`config.mk`:
```
export PLATFORM = sky130hd
export DESIGN_NAME = spi_status_guard
export DESIGN_NICKNAME = d
export VERILOG_FILES = /design/src/rtl/ssg_pkg.sv /design/src/rtl/ssg_sync.sv /design/src/rtl/ssg_frame_rx.sv /design/src/rtl/ssg_reg_ctrl.sv /design/src/rtl/spi_status_guard.sv
export SDC_FILE = /design/constraint.sdc
export NUM_CORES = 1
export LEC_CHECK = 0
export ABC_AREA = 0
export BUFFER_PORTS_ARGS = -buffer_cell sky130_fd_sc_hd__buf_2
export CORE_UTILIZATION = 61
export CTS_CLUSTER_DIAMETER = 40
export DETAILED_ROUTE_END_ITERATION = 12
export GPL_TIMING_DRIVEN = 0
export PLACE_DENSITY = 0.89
export SLEW_MARGIN = 5
export SYNTH_ARGS = -nofsm -noshare
export SYNTH_HDL_FRONTEND = slang
export SYNTH_HIERARCHICAL = 1
export SYNTH_SLANG_ARGS = --single-unit
```
`constraint.sdc`:
```
create_clock -name clk -period 1.68 [get_ports clk]
set_clock_uncertainty 0.1 [all_clocks]
set_input_delay 0.168 -clock clk [delete_from_list [all_inputs] [get_ports clk]]
set_output_delay 0.168 -clock clk [all_outputs]
set_load 0.01 [all_outputs]
```
`src/rtl/ssg_pkg.sv`:
```
package ssg_pkg;

    localparam int BYTE_W = 8;

    localparam logic [BYTE_W-1:0] OP_WREN   = 8'h06;
    localparam logic [BYTE_W-1:0] OP_EWSR   = 8'h50;
    localparam logic [BYTE_W-1:0] OP_WRSR   = 8'h01;

    localparam int BIT_BP0  = 2;
    localparam int BIT_BP1  = 3;
    localparam int BIT_LOCK = 7;
    localparam int BIT_TOP  = 0;
    localparam int BIT_BOT  = 1;

    localparam logic [BYTE_W-1:0] MAIN_MASK =
        (8'h1 << BIT_BP0) | (8'h1 << BIT_BP1) | (8'h1 << BIT_LOCK);
    localparam logic [BYTE_W-1:0] AUX_MASK =
        (8'h1 << BIT_TOP) | (8'h1 << BIT_BOT);

    // byte count saturates at three: opcode, data0, data1 (or more)
    typedef enum logic [1:0] {
        NB_NONE = 2'd0,
        NB_OP   = 2'd1,
        NB_ONE  = 2'd2,
        NB_TWO  = 2'd3
    } nbytes_e;

    typedef struct packed {
        logic [BYTE_W-1:0] opcode;
        logic [BYTE_W-1:0] data0;
        logic [BYTE_W-1:0] data1;
        nbytes_e           nbytes;
        logic              aligned;
        logic              wp_n;
    } frame_t;

    function automatic logic is_enable(input frame_t f);
        return f.aligned && (f.nbytes == NB_OP) &&
               ((f.opcode == OP_WREN) || (f.opcode == OP_EWSR));
    endfunction

    function automatic logic is_wrsr(input frame_t f);
        return (f.nbytes != NB_NONE) && (f.opcode == OP_WRSR);
    endfunction

    function automatic logic lock_blocks(input frame_t f, input logic lock_bit);
        return !f.wp_n && lock_bit;
    endfunction

endpackage

```
`src/rtl/ssg_sync.sv`:
```
module ssg_sync #(
    parameter int WIDTH  = 4,
    parameter int STAGES = 2
) (
    input  logic             clk,
    input  logic             rst,
    input  logic [WIDTH-1:0] rst_val,
    input  logic [WIDTH-1:0] d,
    output logic [WIDTH-1:0] q
);
    localparam int LAST = STAGES - 1;

    for (genvar b = 0; b < WIDTH; b++) begin : g_bit
        logic [STAGES-1:0] chain_q;
        always_ff @(posedge clk) begin
            if (rst) begin
                chain_q <= {STAGES{rst_val[b]}};
            end else begin
                chain_q <= {chain_q[STAGES-2:0], d[b]};
            end
        end
        assign q[b] = chain_q[LAST];
    end

endmodule

```
`src/rtl/ssg_frame_rx.sv`:
```
module ssg_frame_rx
    import ssg_pkg::*;
(
    input  logic   clk,
    input  logic   rst,
    input  logic   sck_s,
    input  logic   cs_n_s,
    input  logic   si_s,
    input  logic   wp_n_s,
    output logic   frm_valid,
    output frame_t frm
);
    localparam int BIT_CW = $clog2(BYTE_W);

    logic              sck_prev_q;
    logic              cs_prev_q;
    logic              sck_rise;
    logic              cs_rise;
    logic [BYTE_W-1:0] shift_q;
    logic [BYTE_W-1:0] shift_nxt;
    logic [BIT_CW-1:0] bit_q;
    nbytes_e           byte_q;
    logic [BYTE_W-1:0] op_q;
    logic [BYTE_W-1:0] d0_q;
    logic [BYTE_W-1:0] d1_q;
    logic              byte_done;

    assign sck_rise  = sck_s && !sck_prev_q && !cs_n_s;
    assign cs_rise   = cs_n_s && !cs_prev_q;
    assign shift_nxt = {shift_q[BYTE_W-2:0], si_s};
    assign byte_done = sck_rise && (bit_q == BIT_CW'(BYTE_W - 1));

    always_ff @(posedge clk) begin
        if (rst) begin
            sck_prev_q <= 1'b0;
            cs_prev_q  <= 1'b1;
        end else begin
            sck_prev_q <= sck_s;
            cs_prev_q  <= cs_n_s;
        end
    end

    always_ff @(posedge clk) begin
        if (rst) begin
            shift_q <= '0;
            bit_q   <= '0;
            byte_q  <= NB_NONE;
            op_q    <= '0;
            d0_q    <= '0;
            d1_q    <= '0;
        end else if (cs_n_s) begin
            bit_q  <= '0;
            byte_q <= NB_NONE;
        end else if (sck_rise) begin
            shift_q <= shift_nxt;
            bit_q   <= bit_q + 1'b1;
            if (byte_done) begin
                unique case (byte_q)
                    NB_NONE: op_q <= shift_nxt;
                    NB_OP:   d0_q <= shift_nxt;
                    NB_ONE:  d1_q <= shift_nxt;
                    default: ;
                endcase
                if (byte_q != NB_TWO) begin
                    byte_q <= nbytes_e'(byte_q + 2'd1);
                end
            end
        end
    end

    always_ff @(posedge clk) begin
        if (rst) begin
            frm_valid <= 1'b0;
            frm       <= '0;
        end else begin
            frm_valid <= cs_rise;
            if (cs_rise) begin
                frm.opcode  <= op_q;
                frm.data0   <= d0_q;
                frm.data1   <= d1_q;
                frm.nbytes  <= byte_q;
                frm.aligned <= (bit_q == '0);
                frm.wp_n    <= wp_n_s;
            end
        end
    end

endmodule

```
`src/rtl/ssg_reg_ctrl.sv`:
```
module ssg_reg_ctrl
    import ssg_pkg::*;
(
    input  logic              clk,
    input  logic              rst,
    input  logic              frm_valid,
    input  frame_t            frm,
    output logic              wel,
    output logic [BYTE_W-1:0] stat_main,
    output logic [BYTE_W-1:0] stat_aux
);
    logic commit;

    assign commit = frm_valid && is_wrsr(frm) && wel && frm.aligned &&
                    (frm.nbytes inside {NB_ONE, NB_TWO}) &&
                    !lock_blocks(frm, stat_main[BIT_LOCK]);

    always_ff @(posedge clk) begin
        if (rst) begin
            wel <= 1'b0;
        end else if (frm_valid) begin
            if (is_enable(frm)) begin
                wel <= 1'b1;
            end else if (is_wrsr(frm)) begin
                wel <= 1'b0;
            end
        end
    end

    always_ff @(posedge clk) begin
        if (rst) begin
            stat_main <= '0;
            stat_aux  <= '0;
        end else if (commit) begin
            stat_main <= frm.data0 & MAIN_MASK;
            if (frm.nbytes == NB_TWO) begin
                stat_aux <= frm.data1 & AUX_MASK;
            end
        end
    end

endmodule

```
`src/rtl/spi_status_guard.sv`:
```
module spi_status_guard
    import ssg_pkg::*;
#(
    parameter int SYNC_STAGES = 2
) (
    input  logic       clk,
    input  logic       rst,
    input  logic       sck,
    input  logic       cs_n,
    input  logic       si,
    input  logic       wp_n,
    output logic [7:0] stat_main,
    output logic [7:0] stat_aux
);
    localparam int N_PINS = 4;

    logic [N_PINS-1:0] pins_s;
    logic              frm_valid;
    frame_t            frm;
    logic              wel;

    ssg_sync #(
        .WIDTH  (N_PINS),
        .STAGES (SYNC_STAGES)
    ) sync_i (
        .clk     (clk),
        .rst     (rst),
        .rst_val (4'b1010),
        .d       ({wp_n, cs_n, si, sck}),
        .q       (pins_s)
    );

    ssg_frame_rx rx_i (
        .clk       (clk),
        .rst       (rst),
        .sck_s     (pins_s[0]),
        .si_s      (pins_s[1]),
        .cs_n_s    (pins_s[2]),
        .wp_n_s    (pins_s[3]),
        .frm_valid (frm_valid),
        .frm       (frm)
    );

    ssg_reg_ctrl ctrl_i (
        .clk       (clk),
        .rst       (rst),
        .frm_valid (frm_valid),
        .frm       (frm),
        .wel       (wel),
        .stat_main (stat_main),
        .stat_aux  (stat_aux)
    );

endmodule

```
# Word-level counts from Yosys, hierarchy flattened
# Index checks and enable logic that the tools add are counted.
# op_classes
n_addsub	2
n_eq_ne	10
mux	2
n_bitwise	1
n_reduce_logical	32
# op_table
op	n
1-bit logical AND	13
4-bit AND reduction	3
8-bit by 1-bit == test with 1-bit output, second input constant	1
8-bit by 3-bit == test with 1-bit output, second input constant	1
8-bit by 7-bit == test with 1-bit output, second input constant	1
2-bit == test, second input constant	3
2-bit AND reduction	3
2-bit nonzero test	3
1-bit logical NOT	5
2-bit by 1-bit == test with 1-bit output, second input constant	2
3-bit by 1-bit adder with 3-bit output, second input constant	1
3-bit == test, second input constant	1
3-bit logical NOT	1
3-bit AND reduction	1
2-bit by 1-bit adder with 2-bit output, second input constant	1
2-bit logical NOT	1
1-bit two-way mux	2
2-bit inequality test, second input constant	1
2-bit OR reduction	1
1-bit logical OR	1
1-bit NOT	1
# word_totals
reg_bits	69
inputBits	6
elab_cells	69

# Depth between registers and ports, before layout
# logic_depth
ltp_word	8
ltp_mapped	6
mapped_depth_nobuf	5

# Hierarchy
# Netlist, hierarchy kept.
# by_module_without_submodules
mod	instances	cells_each	area_each_um2	seq_area_each_um2
ssg_frame_rx	1	271	2607.5	1341.3
ssg_reg_ctrl	1	53	441.7	120.1
ssg_sync	1	21	321.6	160.2
spi_status_guard	1	2	7.5	0.0

# Worst setup path before layout
# Ideal clock, no wire load.
# synth_path
path_kind	register to register
startpoint	reg rx_i.bit_q[0]
endpoint	reg rx_i.byte_q[1]
setup_ns	0.070
t_arrival_ns	1.380
required_ns	1.510
path_slack_ns	0.130
path_stages_with_launch	6
n_path_buf	0
period_less_slack_ns	1.550
cell_sequence	dfxtp_1 > ha_1 > ha_1 > nand4bb_1 > or3b_1 > a21oi_1
# synth_between
elab_chain_len	3
# synth_lines
item	line	source
from (decl)	ssg_frame_rx.sv:21	logic [BIT_CW-1:0] bit_q;
from (signal assigned)	ssg_frame_rx.sv:56	bit_q <= bit_q + 1'b1;
3-bit == test	ssg_frame_rx.sv:31	assign byte_done = sck_rise && (bit_q == BIT_CW'(BYTE_W - 1));
1-bit logical AND	ssg_frame_rx.sv:31	
3-bit AND reduction (no line)	-	
to (signal assigned)	ssg_frame_rx.sv:65	byte_q <= nbytes_e'(byte_q + 2'd1);
to (decl)	ssg_frame_rx.sv:22	nbytes_e byte_q;
# No other way between the ends.
# A chain may end at the register's enable or synchronous reset.

# Final worst setup path
# Ends and elaborated chain as after synthesis.

==> flow_metrics.tcl <==
set metrics [dict create \
    postRouteAntennaNets 0 \
    die_w_um 67.55 \
    drcViolationCount 0 \
    syn_inst 270 \
    drt-total-wl_um 4778 \
    die_y_um 67.55 \
    setup_viol 0 \
    final_cell_area_um2 3072 \
    ioPinCount 22 \
    grt_pass1_wl_um 7817 \
    clock_sinks 59 \
    row_count 23 \
    io_buffers 10 \
    cp.arrival_ns 1.74 \
    period_needed_ns 1.578 \
    grt_pass1_vias 1774 \
    crit_path_start_kind "register" \
    clk_path_buf_depth 2 \
    status "completed" \
    cp_max_fo 4 \
    antenna_found_initial 0 \
    via_count 1861 \
    hold_viol_final 0 \
    cts_tree "built" \
    p_leak_nw 1.218 \
    die_area_um2 4563 \
    area_growth_pct 17.18 \
    end_kind "register" \
    finalCritPeriodShare_pct 93.91 \
    clkTransAtPathRegs_ns 0.06 \
    drt_first_pass_iters 4 \
    gp_congestion 0.8224 \
    hold_ws_ns 0.1249 \
    yosys_warnings 6 \
    coreArea_um2 4058 \
    dpl.hpwl_um 3130 \
    slew_violations 0 \
    start_util_pct 64.60 \
    register_area_um2 1181 \
    multiInputGateArea_um2 1295 \
    root_buffer "clkbuf_8" \
    pwr_density_cell_nw_per_um2 946.9 \
    path_class "reg -> reg" \
    grt_overflow 0 \
    syn_area_um2 2621 \
    drive_gt1_share_pct 21.14 \
    cts_buffers 9 \
    cap_violations 0 \
    h-tree-depth 3 \
    insertion_delay_ns 0.33 \
    max_freq_mhz 633.9 \
    avgSynthCellArea_um2 9.708 \
    vdd_drop_max_uv 688.2 \
    dpl_cell_area_um2 2794 \
    fillCellCount 296 \
    wl_per_cell_um 13.02 \
    critPathRequiredTime_ns 1.84 \
    grtUsageTotal_pct 24.39 \
    grt_start_max_net_pins 18 \
    via_per_inst 5.071 \
    hold_class "in -> reg" \
    final_net_count 326 \
    grt_setup_unrepaired "false" \
    drt_iter0_drc 105 \
    antennaDiodeCount 0 \
]
==> power by group <==
group | switching (mW) | internal [mW]
logic | 0.102 | 0.113
registers | 0.0147 | 1.43
clock network | 0.495 | 0.756
total | 0.612 | 2.30
==> final timing paths <==
kind                                       from                                  to  slack, ns  cells after the start
max                  rx_i/bit_q[0]$_SDFFE_PP0P_         rx_i/byte_q[1]$_SDFFE_PP0P_       0.10                      5
min                                         rst    ctrl_i/stat_main[2]$_SDFFE_PP0P_       0.12                      2
max reg2reg          rx_i/bit_q[0]$_SDFFE_PP0P_         rx_i/byte_q[1]$_SDFFE_PP0P_       0.10                      5
min reg2reg  sync_i/g_bit[0].chain_q[0]$_DFF_P_  sync_i/g_bit[0].chain_q[1]$_DFF_P_       0.36                      1
==> through the flow <==
step	setup slack, ns	util (%)	instances	total power, mW	setup TNS [ns]
6_report	0.1024	75.70	367	2.909	0
3_5_place_dp	-0.05604	68.86	346	1.673	-0.05604
3_3_place_gp	0.01031	68.86	346	1.666	0
5_1_grt	0.02018	75.70	367	3.022	0
2_1_floorplan	0.1301	-	286	1.636	0
4_1_cts	0.01807	74.93	365	2.930	0
==> registers in the layout, summed over array words and instances (netlist names), 2 cells and up <==
signal / count
ctrl_i/stat_main: 3
rx_i/d1_q: 2
rx_i/byte_q: 2
ctrl_i/stat_aux: 2
rx_i/bit_q: 3
rx_i/shift_q: 7
sync_i/g_bit.chain_q: 8
rx_i/op_q: 8
rx_i/frm: 17
rx_i/d0_q: 3
==> repair_timing <==
item	CTS	global route
hold buffers	4	0
endpoints found under the setup margin	2	2
setup buffers	0	2
resized for setup	2	1
hold endpoints to repair	4	0
==> critical path: stages, from the launching register on <==
cell,delay [ns]
dfxtp_1,0.37
ha_1,0.21
ha_4,0.19
nand4bb_4,0.13
or3b_1,0.39
a21oi_1,0.13
==> metal layers <==
metal | track usage [%] | wire length, µm
met1 | 26.13 | 2062
met2 | 42.20 | 2458
met3 | 9.122 | 158
met4 | 10.90 | 99
met5 | 0 | 0
==> cells in the final DEF (no fill, tap or decap), types with 8 or more instances in the layout <==
cell type / instances
dfxtp_1: 59
nand2_1: 34
nand2b_1: 25
mux2i_1: 24
a21oi_1: 22
conb_1: 19
buf_4: 17
buf_2: 16
nor2_1: 13
clkbuf_8: 11
clkbuf_1: 8
mux2_4: 8
==> cell type report <==
| cell class | instances | area share, % |
|---|---|---|
| tap | 50 | 2.037 |
| buffer | 32 | 7.006 |
| sequential | 59 | 38.45 |
| clock inverter | 2 | 1.141 |
| timing repair buffer | 16 | 3.422 |
| inverter | 5 | 0.6110 |
| multi-input combinational | 190 | 42.16 |
| clock buffer | 13 | 5.173 |
No activity file was read; power rests on OpenSTA's default activity.
